## src/rtl/pin_chan_pkg.sv

```systemverilog
`timescale 1ns/1ps
package pin_chan_pkg;

  typedef enum logic [1:0] {
    MODE_OFF = 2'd0,
    MODE_EVT = 2'd1,
    MODE_RSV = 2'd2,
    MODE_TSK = 2'd3
  } chan_mode_e;

  typedef enum logic [1:0] {
    POL_NONE = 2'd0,
    POL_RISE = 2'd1,
    POL_FALL = 2'd2,
    POL_ANY  = 2'd3
  } chan_pol_e;

  typedef struct packed {
    logic       init;
    chan_pol_e  pol;
    logic [5:0] psel;
    chan_mode_e mode;
  } chan_cfg_t;

  // word addresses of the register port
  localparam int WA_TASK     = 0;
  localparam int WA_EVT      = 64;
  localparam int WA_PORT_EVT = 95;
  localparam int WA_EN_SET   = 193;
  localparam int WA_EN_CLR   = 194;
  localparam int WA_CFG      = 324;

  function automatic chan_cfg_t cfg_from_word(input logic [31:0] w);
    chan_cfg_t c;
    c.mode = chan_mode_e'(w[1:0]);
    c.psel = w[13:8];
    c.pol  = chan_pol_e'(w[17:16]);
    c.init = w[20];
    return c;
  endfunction

  function automatic logic [31:0] cfg_to_word(input chan_cfg_t c);
    logic [31:0] w;
    w        = '0;
    w[1:0]   = c.mode;
    w[13:8]  = c.psel;
    w[17:16] = c.pol;
    w[20]    = c.init;
    return w;
  endfunction

endpackage

```

## src/rtl/pin_chan_sync.sv

```systemverilog
`timescale 1ns/1ps
module pin_chan_sync #(
  parameter int W = 33
) (
  input  logic         clk,
  input  logic         rst_n,
  input  logic [W-1:0] raw_i,
  output logic [W-1:0] now_o,
  output logic [W-1:0] was_o
);
  logic [W-1:0] meta_q;

  always_ff @(posedge clk or negedge rst_n) begin
    if (!rst_n) begin
      meta_q <= '0;
      now_o  <= '0;
      was_o  <= '0;
    end else begin
      meta_q <= raw_i;
      now_o  <= meta_q;
      was_o  <= now_o;
    end
  end
endmodule

```

## src/rtl/pin_chan_slot.sv

```systemverilog
`timescale 1ns/1ps
module pin_chan_slot
  import pin_chan_pkg::*;
#(
  parameter int PINS    = 32,
  parameter int PORT_ID = 0
) (
  input  logic                     clk,
  input  logic                     rst_n,
  input  logic                     cfg_we_i,
  input  logic [31:0]              cfg_wdata_i,
  input  logic                     fire_i,
  input  logic                     ev_we_i,
  input  logic                     ev_wdata_i,
  input  logic [PINS-1:0]          now_i,
  input  logic [PINS-1:0]          was_i,
  output logic [31:0]              cfg_word_o,
  output logic                     ev_o,
  output logic                     own_o,
  output logic [$clog2(PINS)-1:0]  idx_o,
  output logic                     drv_o
);
  localparam int PIN_W = $clog2(PINS);

  chan_cfg_t cfg_q;
  chan_cfg_t cfg_new;
  logic      ev_q, drv_q;
  logic      on_port, rise, fall, hit;
  logic [PIN_W-1:0] idx;

  assign cfg_new = cfg_from_word(cfg_wdata_i);
  assign idx     = cfg_q.psel[PIN_W-1:0];
  assign on_port = (cfg_q.psel[5] == 1'(PORT_ID));
  assign rise    = now_i[idx] & ~was_i[idx];
  assign fall    = ~now_i[idx] & was_i[idx];

  always_comb begin
    hit = 1'b0;
    if (cfg_q.mode == MODE_EVT && on_port) begin
      case (cfg_q.pol)
        POL_RISE: hit = rise;
        POL_FALL: hit = fall;
        POL_ANY:  hit = rise | fall;
        default:  hit = 1'b0;
      endcase
    end
  end

  always_ff @(posedge clk or negedge rst_n) begin
    if (!rst_n) begin
      cfg_q <= '0;
      ev_q  <= 1'b0;
      drv_q <= 1'b0;
    end else begin
      if (cfg_we_i) cfg_q <= cfg_new;
      if (hit) ev_q <= 1'b1;
      else if (ev_we_i) ev_q <= ev_wdata_i;
      if (cfg_we_i && cfg_new.mode == MODE_TSK) begin
        drv_q <= cfg_new.init;
      end else if (fire_i && cfg_q.mode == MODE_TSK) begin
        case (cfg_q.pol)
          POL_RISE: drv_q <= 1'b1;
          POL_FALL: drv_q <= 1'b0;
          POL_ANY:  drv_q <= ~drv_q;
          default:  drv_q <= drv_q;
        endcase
      end
    end
  end

  assign cfg_word_o = cfg_to_word(cfg_q);
  assign ev_o       = ev_q;
  assign own_o      = (cfg_q.mode == MODE_TSK) && on_port;
  assign idx_o      = idx;
  assign drv_o      = drv_q;
endmodule

```

## src/rtl/pin_chan_arb.sv

```systemverilog
`timescale 1ns/1ps
module pin_chan_arb #(
  parameter int CHANS = 8,
  parameter int PINS  = 32
) (
  input  logic [CHANS-1:0]              own_i,
  input  logic [CHANS*$clog2(PINS)-1:0] idx_i,
  input  logic [CHANS-1:0]              drv_i,
  output logic [PINS-1:0]               en_o,
  output logic [PINS-1:0]               val_o
);
  localparam int PIN_W = $clog2(PINS);

  for (genvar p = 0; p < PINS; p++) begin : g_pin
    logic en, val;
    always_comb begin
      en  = 1'b0;
      val = 1'b0;
      // walk downward so the lowest-numbered owner is applied last
      for (int c = CHANS - 1; c >= 0; c--) begin
        if (own_i[c] && idx_i[c*PIN_W +: PIN_W] == PIN_W'(p)) begin
          en  = 1'b1;
          val = drv_i[c];
        end
      end
    end
    assign en_o[p]  = en;
    assign val_o[p] = val;
  end
endmodule

```

## src/rtl/pin_chan_unit.sv

```systemverilog
`timescale 1ns/1ps
module pin_chan_unit
  import pin_chan_pkg::*;
#(
  parameter int CHANS   = 8,
  parameter int PINS    = 32,
  parameter int PORT_ID = 0,
  parameter int AW      = 10
) (
  input  logic            clk,
  input  logic            rst_n,
  input  logic            bus_we,
  input  logic [AW-1:0]   bus_addr,
  input  logic [31:0]     bus_wdata,
  output logic [31:0]     bus_rdata,
  input  logic [PINS-1:0] pin_lvl_i,
  input  logic            port_sense_i,
  output logic [PINS-1:0] ovr_en_o,
  output logic [PINS-1:0] ovr_val_o,
  output logic            irq_o
);
  localparam int PIN_W = $clog2(PINS);

  logic [PINS:0]          now_s, was_s;
  logic [CHANS-1:0]       ev, own, drv;
  logic [CHANS*PIN_W-1:0] idx;
  logic [31:0]            cfg_w [CHANS];
  logic [CHANS:0]         inten_q;
  logic                   port_ev_q;
  logic                   wr_set, wr_clr, wr_port;
  logic [CHANS:0]         wmask;

  pin_chan_sync #(.W(PINS + 1)) u_sync (
    .clk   (clk),
    .rst_n (rst_n),
    .raw_i ({port_sense_i, pin_lvl_i}),
    .now_o (now_s),
    .was_o (was_s)
  );

  for (genvar c = 0; c < CHANS; c++) begin : g_chan
    pin_chan_slot #(.PINS(PINS), .PORT_ID(PORT_ID)) u_slot (
      .clk         (clk),
      .rst_n       (rst_n),
      .cfg_we_i    (bus_we && bus_addr == AW'(WA_CFG + c)),
      .cfg_wdata_i (bus_wdata),
      .fire_i      (bus_we && bus_addr == AW'(WA_TASK + c) && bus_wdata[0]),
      .ev_we_i     (bus_we && bus_addr == AW'(WA_EVT + c)),
      .ev_wdata_i  (bus_wdata[0]),
      .now_i       (now_s[PINS-1:0]),
      .was_i       (was_s[PINS-1:0]),
      .cfg_word_o  (cfg_w[c]),
      .ev_o        (ev[c]),
      .own_o       (own[c]),
      .idx_o       (idx[c*PIN_W +: PIN_W]),
      .drv_o       (drv[c])
    );
  end

  pin_chan_arb #(.CHANS(CHANS), .PINS(PINS)) u_arb (
    .own_i (own),
    .idx_i (idx),
    .drv_i (drv),
    .en_o  (ovr_en_o),
    .val_o (ovr_val_o)
  );

  assign wr_set  = bus_we && bus_addr == AW'(WA_EN_SET);
  assign wr_clr  = bus_we && bus_addr == AW'(WA_EN_CLR);
  assign wr_port = bus_we && bus_addr == AW'(WA_PORT_EVT);
  assign wmask   = {bus_wdata[31], bus_wdata[CHANS-1:0]};

  always_ff @(posedge clk or negedge rst_n) begin
    if (!rst_n) begin
      inten_q   <= '0;
      port_ev_q <= 1'b0;
    end else begin
      if (wr_set) inten_q <= inten_q | wmask;
      else if (wr_clr) inten_q <= inten_q & ~wmask;
      if (now_s[PINS] && !was_s[PINS]) port_ev_q <= 1'b1;
      else if (wr_port) port_ev_q <= bus_wdata[0];
    end
  end

  assign irq_o = |({port_ev_q, ev} & inten_q);

  always_comb begin
    bus_rdata = '0;
    if (bus_addr == AW'(WA_PORT_EVT)) bus_rdata[0] = port_ev_q;
    if (bus_addr == AW'(WA_EN_SET) || bus_addr == AW'(WA_EN_CLR)) begin
      bus_rdata[CHANS-1:0] = inten_q[CHANS-1:0];
      bus_rdata[31]        = inten_q[CHANS];
    end
    for (int c = 0; c < CHANS; c++) begin
      if (bus_addr == AW'(WA_EVT + c)) bus_rdata[0] = ev[c];
      if (bus_addr == AW'(WA_CFG + c)) bus_rdata = cfg_w[c];
    end
  end
endmodule

```

## config.mk

```make
export PLATFORM = sky130hd
export DESIGN_NAME = pin_chan_unit
export DESIGN_NICKNAME = d
export VERILOG_FILES = /design/src/rtl/pin_chan_pkg.sv /design/src/rtl/pin_chan_sync.sv /design/src/rtl/pin_chan_slot.sv /design/src/rtl/pin_chan_arb.sv /design/src/rtl/pin_chan_unit.sv
export SDC_FILE = /design/constraint.sdc
export NUM_CORES = 1
export LEC_CHECK = 0
export CELL_PAD_IN_SITES_DETAIL_PLACEMENT = 1
export CELL_PAD_IN_SITES_GLOBAL_PLACEMENT = 2
export CORE_UTILIZATION = 35
export DETAILED_ROUTE_END_ITERATION = 12
export DONT_BUFFER_PORTS = 1
export HOLD_SLACK_MARGIN = 0.12
export PLACE_DENSITY_LB_ADDON = 0.1
export REMOVE_ABC_BUFFERS = 1
export SETUP_SLACK_MARGIN = 0.4
export SLEW_MARGIN = 15
export SYNTH_ARGS = -nofsm -noshare
export SYNTH_HDL_FRONTEND = slang
export SYNTH_HIERARCHICAL = 1
export SYNTH_SLANG_ARGS = --single-unit
```

## constraint.sdc

```tcl
create_clock -name clk -period 3.16 [get_ports clk]
set_input_delay 0.474 -clock clk [delete_from_list [all_inputs] [get_ports clk]]
set_output_delay 0.474 -clock clk [all_outputs]
set_load 0.02 [all_outputs]
```

==> flow_summary.yaml <==
outcome:
  status: "finished with violations"
  violations: "hold timing, setup timing"
yosys:
  synth_edf_count: 0
  ys_types: 90
  synth-main-ff-cell: "dfrtp_1"
  synth_area_leader_cell: "dfrtp_1"
  synth_top_area_share_pct: 22.6
  syn_area_um2: 23600
  synth_warnings: 6
  ys_ff_latch: 213
  seq_area_frac_synth_pct: 22.6
  syn_avg_cell_area_um2: 8.56
  synth_area_leaders: "dfrtp_1 (23%), mux2i_1 (12%), buf_4 (8.7%)"
  syn-instance-count: 2753
  async_flop_share_pct: 100
layout:
  final_cell_mix: "buf_4 (360), mux2i_1 (282), dfrtp_1 (179)"
  finalNetCount: 3141
  fill_cells: 7565
  areaGrowthSynthToFinish_pct: 29.6
  post_route_cells_drive_above_1_share_pct: 36.6
  final_cells: 3899
  final_common_cell: "buf_4"
global_route:
  grt-ovfl-total: 0
  grt_max_degree: 214
  antenna_found_initial: 7
  grt_pass1_vias: 25000
  grt_first_pass_wirelength_um: 178000
  grt_use_total_pct: 35.5
timing:
  relSlewSlack_pct: 28.6
  hold_ws_ns: -0.415
  final_max_slew_viol_count: 0
  setup_ws_ns: -0.263
  period_needed_ns: 3.42
  finalCritPeriodShare_pct: 108
  skew_ns: 0.0575
  max_freq_ghz: 0.292
  hold_violations: 213
  rsz0062_at_grt: "true"
  finalSetupViolations: 32
  timing_worst_slew_pin_value_ns: 1.06
floorplanning:
  rows: 94
  die_x_um: 262
  core_area_um2: 66200
  dieArea_um2: 68400
  die_h_um: 262
  initial_core_util_pct: 35.6
  boundaryPins: 175
critical_path:
  startpoint: "g_chan[4].u_slot/cfg_word_o[13]$_DFFE_PN0P_"
  critPathCaptureType: "output port"
  crit_slowest_cell: "or4b_4"
  critPathMaxFanout: 3
  worstReg2RegStart: "g_chan[2].u_slot/cfg_word_o[9]$_DFFE_PN0P_"
  r2r_end: "g_chan[2].u_slot/ev_o$_DFFE_PN0P_"
  worstPathRequired_ns: 2.69
  path_cells: "and3b_2, buf_6, or4b_4, o211a_1, o32ai_2, a31oi_2, a311o_1, buf_6"
  path_common_cell: "buf_6"
  reg2regPathDepth: 12
  max_stage_delay_ns: 0.50
  reg2reg_setup_slack_ns: 0.30
  worst_ep_arrival_time_ns: 2.95
  startpoint_type: "flop"
  endpoint: "ovr_val_o[0]"
  critPathKind: "reg -> out"
routing:
  drt_iter0_drc: 2231
  wl_um: 126000
  wl_per_cell_um: 32.4
  via_per_inst: 6.32
  vias: 24600
  drcViolationCount: 0
  firstDrtPassIters: 6
  antenna_left: 0
power_and_ir_drop:
  power.total_uw: 7100
  leakage_uw: 0.0118
  p_per_area_nw_per_um2: 233
  peakVddDrop_v: 0.000561
clock_network:
  clock_latency_ns: 0.61
  cts.sinks: 213
  clk_pin_slew_worst_paths_ns: 0.06
  cts-root-buf: "clkbuf_16"
  h-tree-depth: 1
  clockBufferDepth: 3
  cts_buffers: 26
  cts_tree: "built"
  cts_hold_buffers: 50
placement:
  dp_hpwl_um: 87100
  place_inst: 3606
  io_buffer_count: 0
  dp_slack_ns: -0.137
  routabilityCongestion: 0.965
run:
  maxCapViolCount: 0
min_path:
  hp-class: "in -> async"
how the worst min path moves through the flow:
stage	start	to	slack, ns	cells after the start
after global placement	rst_n	u_sync/meta_q[25]$_DFF_PN0_	0.18	0
after floorplan	rst_n	asynchronous set/reset pin	0.18	0
after detailed placement	rst_n	u_sync/meta_q[24]$_DFF_PN0_	0.19	0
final	rst_n	u_sync/meta_q[25]$_DFF_PN0_	-0.41	0
after CTS	rst_n	u_sync/was_o[21]$_DFF_PN0_	-0.47	0
after global routing	rst_n	u_sync/meta_q[26]$_DFF_PN0_	-0.44	0
cells in the mapped netlist (12+ instances only):
master and n:
mux2i_1 283, buf_4 274, dfrtp_1 213, nand2_1 192, a22oi_1 168, nor2_1 156, clkbuf_1 118, a21oi_1 104
mux2_2 95, o21ai_0 90, o22ai_1 88, nor3_1 56, ha_1 48, buf_2 47, a211oi_1 46, a31oi_1 41
nand3_1 35, nor2b_1 34, inv_1 32, o32ai_1 32, nand2b_1 31, o21ai_1 28, o211ai_1 27, o31ai_1 25
and2_1 21, a22o_1 20, nand4_1 20, a211o_1 18, a2bb2oi_1 18, buf_6 18, nand4b_1 18, and4_4 16
and4b_1 16, mux4_2 15, or2_2 15, and3b_1 14, clkbuf_2 14, o221ai_1 14, nand4bb_1 13, a32oi_1 12
and3_1 12
kinds of logic after synthesis:
family	after synthesis	share of synthesized area, %
buf+inv	527	14.6
xor+xnor	1	0.0372
flops	213	22.6
other cells	8	0.127
fa+ha+maj	48	2.55
mux	401	18.4
compound gates	804	23.6
simple gates	751	18.1
sequential cells by signal, summed over array words and instances, names as in the netlist, named ones only:
signal                    flops
g_chan.u_slot/cfg_word_o     88
u_sync/meta_q                33
u_sync/now_o                 33
u_sync/was_o                 33
g_chan.u_slot/drv_o           8
g_chan.u_slot/ev_o            8
port_ev_q                     1
per-layer routing:
| layer | GRT usage [%] | wire (um) | up-vias |
|---|---|---|---|
| met3 | 5.90 | 9240 | 326 |
| met4 | 15.9 | 6830 | 8 |
| li1 | - | - | 10600 |
| met1 | 46.7 | 53000 | 12600 |
| met5 | 0 | 55 | - |
| met2 | 56.9 | 57100 | 1103 |
critical path, delay by kind of cell (launching register included):
| family | cells | cell delay [ns] |
|---|---|---|
| buffers and inverters | 2 | 0.28 |
| AOI/OAI and AO/OA | 4 | 0.88 |
| and+or+nand+nor | 2 | 0.84 |
| DFF | 1 | 0.38 |
area by class of cell:
class | count | area (um^2) | share of cell area [%]
antenna | 3 | 7.51 | 0.0246
clock buffer | 34 | 701 | 2.29
clock inverter | 11 | 145 | 0.475
inverter | 32 | 120 | 0.393
multi-input combinational | 2173 | 17600 | 57.7
sequential | 213 | 5390 | 17.6
tap | 864 | 1080 | 3.54
timing repair buffer | 569 | 5480 | 17.9
report_power, final:
part           leakage [uW]  internal (uW)  total, uW  switching (uW)
combinational       0.00884            465       1060             595
clock              0.000402           1730       3050            1310
sequential          0.00256           2810       3000             184
total                0.0118           5010       7100            2090
metrics by stage:
step	util (%)	setup TNS, ns	area, um^2
detailed placement	37.2	-0.243	24600
global route	46.1	-6.00	30500
finish	46.1	-3.92	30500
floorplan	-	-4.41	20900
global placement	37.2	-0.209	24600
CTS	43.5	-3.28	28800
what timing repair did:
| action | CTS | global route |
|---|---|---|
| pin swaps | 136 | 141 |
| buffers inserted | 119 | 63 |
| endpoints found under the setup margin | 85 | 86 |
| hold endpoints to repair | 354 | 213 |
| cloned | 9 | 4 |
| resized for setup | 429 | 217 |
Power figures use the tool's default switching activity.
